<file path="src/rtl/rxdet_pkg.sv">
package rxdet_pkg;

    typedef enum logic [1:0] {
        ST_IDLE  = 2'd0,
        ST_DRIVE = 2'd1,
        ST_WAIT  = 2'd2
    } seq_st_e;

    localparam logic [1:0] PWR_DETECT  = 2'b10;
    localparam logic [2:0] STAT_FOUND  = 3'b011;
    localparam logic [2:0] STAT_NONE   = 3'b000;

    typedef struct packed {
        seq_st_e    st;
        logic       drive;
        logic       done;
        logic [2:0] status;
    } seq_regs_t;

endpackage

</file>
<file path="src/rtl/rxdet_rise.sv">
module rxdet_rise (
    input  logic clk,
    input  logic rst,
    input  logic lvl_i,
    output logic rise_o
);
    logic prev_d, prev_q;

    always_comb begin
        prev_d = lvl_i;
    end

    always_ff @(posedge clk) begin
        if (rst) prev_q <= 1'b0;
        else     prev_q <= prev_d;
    end

    assign rise_o = lvl_i & ~prev_q;

    // A held level produces at most one rise indication
    AST_RISE_SINGLE: assert property (@(posedge clk) disable iff (rst)
        rise_o |=> !rise_o);
endmodule

</file>
<file path="src/rtl/rxdet_timer.sv">
module rxdet_timer #(
    parameter int W = 16
) (
    input  logic         clk,
    input  logic         rst,
    input  logic         load_i,
    input  logic [W-1:0] val_i,
    input  logic         dec_i,
    output logic         last_o
);
    localparam logic [W-1:0] ONE = W'(1);

    logic [W-1:0] cnt_d, cnt_q;

    always_comb begin
        cnt_d = cnt_q;
        if (load_i) begin
            cnt_d = (val_i == '0) ? ONE : val_i;
        end else if (dec_i && cnt_q > ONE) begin
            cnt_d = cnt_q - ONE;
        end
    end

    always_ff @(posedge clk) begin
        if (rst) cnt_q <= ONE;
        else     cnt_q <= cnt_d;
    end

    assign last_o = (cnt_q == ONE);

    AST_ZERO_LOADS_ONE: assert property (@(posedge clk) disable iff (rst)
        (load_i && val_i == '0) |=> last_o);
    AST_HOLD_WHEN_IDLE: assert property (@(posedge clk) disable iff (rst)
        (!load_i && !dec_i) |=> $stable(cnt_q));
endmodule

</file>
<file path="src/rtl/rxdet_seq.sv">
module rxdet_seq #(
    parameter int DRIVE_LEN = 2,
    parameter int WAIT_W    = 16
) (
    input  logic              clk,
    input  logic              rst,
    input  logic              det_req_i,
    input  logic [1:0]        tx_pwr_i,
    input  logic [1:0]        rx_pwr_i,
    input  logic [WAIT_W-1:0] wait_cfg_i,
    input  logic              cmp_i,
    output logic              line_drive_o,
    output logic              det_done_o,
    output logic [2:0]        det_status_o
);
    import rxdet_pkg::*;

    localparam int DRV_W = $clog2(DRIVE_LEN + 1);
    localparam logic [DRV_W-1:0] DRV_LOAD = DRV_W'(DRIVE_LEN);

    seq_regs_t r_d, r_q;
    logic req_rise;
    logic drv_load, drv_dec, drv_last;
    logic wt_load, wt_dec, wt_last;
    logic pwr_ok;

    rxdet_rise u_rise (
        .clk    (clk),
        .rst    (rst),
        .lvl_i  (det_req_i),
        .rise_o (req_rise)
    );

    rxdet_timer #(.W(DRV_W)) u_drv_tmr (
        .clk    (clk),
        .rst    (rst),
        .load_i (drv_load),
        .val_i  (DRV_LOAD),
        .dec_i  (drv_dec),
        .last_o (drv_last)
    );

    rxdet_timer #(.W(WAIT_W)) u_wait_tmr (
        .clk    (clk),
        .rst    (rst),
        .load_i (wt_load),
        .val_i  (wait_cfg_i),
        .dec_i  (wt_dec),
        .last_o (wt_last)
    );

    assign pwr_ok = (tx_pwr_i == PWR_DETECT) && (rx_pwr_i == PWR_DETECT);

    always_comb begin
        r_d        = r_q;
        r_d.done   = 1'b0;
        r_d.status = STAT_NONE;
        drv_load   = 1'b0;
        drv_dec    = 1'b0;
        wt_load    = 1'b0;
        wt_dec     = 1'b0;
        unique case (r_q.st)
            ST_IDLE: begin
                if (req_rise) begin
                    if (pwr_ok) begin
                        r_d.st    = ST_DRIVE;
                        r_d.drive = 1'b1;
                        drv_load  = 1'b1;
                        wt_load   = 1'b1;
                    end else begin
                        r_d.done  = 1'b1;
                    end
                end
            end
            ST_DRIVE: begin
                if (drv_last) begin
                    r_d.st    = ST_WAIT;
                    r_d.drive = 1'b0;
                end else begin
                    drv_dec   = 1'b1;
                end
            end
            ST_WAIT: begin
                if (wt_last) begin
                    r_d.st     = ST_IDLE;
                    r_d.done   = 1'b1;
                    r_d.status = cmp_i ? STAT_FOUND : STAT_NONE;
                end else begin
                    wt_dec     = 1'b1;
                end
            end
            default: begin
                r_d.st    = ST_IDLE;
                r_d.drive = 1'b0;
            end
        endcase
    end

    always_ff @(posedge clk) begin
        if (rst) begin
            r_q.st     <= ST_IDLE;
            r_q.drive  <= 1'b0;
            r_q.done   <= 1'b0;
            r_q.status <= STAT_NONE;
        end else begin
            r_q <= r_d;
        end
    end

    assign line_drive_o = r_q.drive;
    assign det_done_o   = r_q.done;
    assign det_status_o = r_q.status;

    AST_DONE_ONE_CYCLE: assert property (@(posedge clk) disable iff (rst)
        det_done_o |=> !det_done_o);
    AST_STATUS_QUIET: assert property (@(posedge clk) disable iff (rst)
        !det_done_o |-> det_status_o == STAT_NONE);
    AST_FOUND_FROM_CMP: assert property (@(posedge clk) disable iff (rst)
        (det_status_o == STAT_FOUND) |-> $past(cmp_i));
    AST_DRIVE_NEEDS_P1: assert property (@(posedge clk) disable iff (rst)
        $rose(line_drive_o) |-> ($past(tx_pwr_i) == PWR_DETECT && $past(rx_pwr_i) == PWR_DETECT));
    AST_RELEASED_AT_DONE: assert property (@(posedge clk) disable iff (rst)
        det_done_o |-> !line_drive_o);
    AST_WAIT_RELEASED: assert property (@(posedge clk) disable iff (rst)
        (r_q.st == ST_WAIT) |-> !line_drive_o);
endmodule

</file>
<file path="config.mk">
export PLATFORM = sky130hd
export DESIGN_NAME = rxdet_seq
export DESIGN_NICKNAME = d
export VERILOG_FILES = /design/src/rtl/rxdet_pkg.sv /design/src/rtl/rxdet_rise.sv /design/src/rtl/rxdet_timer.sv /design/src/rtl/rxdet_seq.sv
export SDC_FILE = /design/constraint.sdc
export NUM_CORES = 1
export LEC_CHECK = 0
export ABC_AREA = 1
export BUFFER_PORTS_ARGS = -buffer_cell sky130_fd_sc_hd__buf_2
export CAP_MARGIN = 10
export CORE_ASPECT_RATIO = 2
export CORE_MARGIN = 3
export CORE_UTILIZATION = 40
export CTS_CLUSTER_SIZE = 25
export DETAILED_ROUTE_END_ITERATION = 16
export PLACE_DENSITY = 0.64
export SLEW_MARGIN = 20
export SYNTH_ARGS = -nofsm -noshare
export SYNTH_HDL_FRONTEND = slang
export SYNTH_HIERARCHICAL = 1
export SYNTH_SLANG_ARGS = --single-unit
</file>
<file path="constraint.sdc">
create_clock -name clk -period 3.2 [get_ports clk]
set_input_delay 0.48 -clock clk [delete_from_list [all_inputs] [get_ports clk]]
set_output_delay 0.48 -clock clk [all_outputs]
set_load 0.02 [all_outputs]
</file>
==> flow_summary.toml <==
[status]
status = "finished clean"

[die]
io_pins = 29
rows = 33
die_w_um = 52.2
coreArea_mm2 = 0.00409
dieArea_mm2 = 0.00514
start_util_pct = 41.8
die_h_um = 98.4

[synth]
async_reset_ff_share_pct = 0
avgSynthCellArea_um2 = 6.12
synth_edf_count = 0
synth_warnings = 6
synth-main-ff-cell = "dfxtp_1"
yosysUniqueCellTypes = 34
postSynthCellCount = 279
ys_seq_elements = 24
synth.cell_area_mm2 = 0.00171
yosysSeqAreaShare_pct = 28.1

[sta]
timing.final.max_slew_violations = 0
worst-slew-pin-transition_ns = 0.536
finClkSkew_ns = 0.00201
slew_headroom_pct = 64.0
rsz0062_at_grt = "no"
post-route-period-util_pct = 73.1
fmax_mhz = 427
hold_viol = 0
final.setup.tns_ns = 0
period_minus_slack_ns = 2.34
setup_viol = 0

[route]
routed_via_density = 4.90
drcViolationCount = 0
drt-initial-drc-count = 37
vias = 1740
dr.pass1.iters = 4
wl_um = 4100
wl_per_cell_um = 11.5
drtAntennaViolNets = 0

[power_and_ir_drop]
cellPowerDensity_mw_per_mm2 = 283
p_total_uw = 541
p_leak_uw = 0.000962
ir_worst_vdd_mv = 0.230

[cts]
cts-resized-gates = 0
cts_hold_buf = 0
cts_setup_buffers = 0
cts_buffers = 3
htreeDepth = 1
clk_path_buf_depth = 2
clk_latency_ns = 0.26
cts.sinks = 24
clock_tree.root_cell = "clkbuf_8"
tritoncts = "done"
clkTransAtPathRegs_ns = 0.08

[critical_path]
required_ns = 3.36
worst_setup_path_start_kind = "flip-flop"
critPathArrivalTime_ns = 2.50
cp-end-kind = "flip-flop"
setup.worst_path.class = "reg2reg"
worst-path-max-fanout = 19

[hold_path]
hp-class = "in2reg"

[global_routing]
grt_pass1_wl_um = 7090
gr-total-overflow = 0
grt_max_degree = 27
grt_usage_pct = 17.7
antenna_found_initial = 0
grt_pass1_vias = 1723

[placement]
finalWeightedCongestion = 0.819
portBuffers = 27
dp_hpwl_um = 3270
dpl.cell_count = 352
placed_cell_area_mm2 = 0.00187

[layout]
final_nets = 332
drive_gt1_share_pct = 18.5
num_antenna_cells = 0
area_growth_pct = 11.9
fin_area_mm2 = 0.00191
final_common_cell = "nand2_1"
fill_cells = 447
layout_common_cells = "68 x nand2_1, 57 x nor2_1, 27 x inv_1, 27 x buf_2, 24 x dfxtp_1"
final_cells = 355

[run]
max_cap_violations = 0
-- critical path, cell delays in order, from the launching register on --
cell      delay, ns
dfxtp_1        0.33
inv_1          0.05
ha_1           0.19
inv_1          0.06
nand3_2        0.08
nand2_1        0.06
nor2_2         0.11
nand3_2        0.10
inv_1          0.09
clkinv_1       0.44
nand2_4        0.41
inv_2          0.13
nor2_1         0.12
nor2_1         0.05
-- metal layers --
layer  up-vias  share of wire (%)  wire (um)  global-route usage [%]
met4         0                2.2         92                    8.27
met1       774                 38       1570                    18.1
met2        36                 56       2290                    33.2
met5         -                  0          0                       0
met3         8                3.4        138                    2.57
li1        922                  -          -                       -
-- synth_stat cells, types with 2 or more instances --
| master | instances | area share, % |
|---|---|---|
| nor3b_1 | 3 | 1.3 |
| nor3_1 | 2 | 0.59 |
| a21oi_1 | 14 | 4.1 |
| nor2_2 | 6 | 2.2 |
| clkbuf_1 | 2 | 0.44 |
| buf_4 | 3 | 1.3 |
| nand4_1 | 3 | 1.1 |
| o21ai_0 | 13 | 3.8 |
| o21ai_2 | 2 | 1.0 |
| nand3b_1 | 2 | 0.88 |
| nor2_4 | 3 | 2.0 |
| xor2_1 | 2 | 1.0 |
| a21oi_2 | 2 | 1.0 |
| ha_1 | 3 | 2.2 |
| dfxtp_1 | 24 | 28 |
| inv_1 | 27 | 5.9 |
| inv_2 | 3 | 0.66 |
| nand2_4 | 2 | 1.3 |
| nor2_1 | 57 | 13 |
| nand3_1 | 20 | 5.9 |
| nand3_2 | 2 | 1.2 |
| conb_1 | 2 | 0.44 |
| nand2_1 | 68 | 15 |
| nand2_2 | 4 | 1.5 |
-- worst paths after layout --
path,from,to,slack [ns],cells past startpoint
max,u_drv_tmr/cnt_q[1],u_wait_tmr/cnt_q[4],0.86,13
min,det_req_i,u_rise/prev_q,0.44,3
max reg2reg,u_drv_tmr/cnt_q[1],u_wait_tmr/cnt_q[4],0.86,13
min reg2reg,line_drive_o,line_drive_o,0.47,2
-- cells by family after synthesis --
kind of cell / Yosys count / share of synthesized area (%)
simple gates: 173 / 46.4
buf+inv: 39 / 9.74
compound gates: 35 / 11.6
flops: 24 / 28.1
xor+xnor: 3 / 1.54
fa+ha+maj: 3 / 2.20
other cells: 2 / 0.440
-- stage by stage --
step           setup slack (ns)  hold WS [ns]  util, %
3_3_place_gp              0.875         0.462     45.7
3_5_place_dp              0.825         0.461     45.7
4_1_cts                   0.846         0.432     46.7
6_report                  0.860         0.437     46.7
2_1_floorplan              1.32         0.498        -
5_1_grt                   0.608         0.475     46.7
-- power by group --
part	internal (uW)	switching (uW)
sequential	302	2.73
clock	84.1	91.5
combinational	24.5	36.9
-- area by class of cell --
type	count	area, um^2	area share (%)
clock buffer	3	41.3	2.16
sequential	24	480	25.1
tap	52	65.1	3.41
timing repair buffer	28	143	7.47
multi-input combinational	217	1060	55.7
inverter	31	116	6.09
-- flip-flops by register name, indices dropped and copies added (netlist names) --
register,flops
u_drv_tmr/cnt_q,2
u_wait_tmr/cnt_q,16
r_q,2
u_rise/prev_q,1
line_drive_o,1
det_status_o,1
det_done_o,1
(Power assumes the default switching activity.)
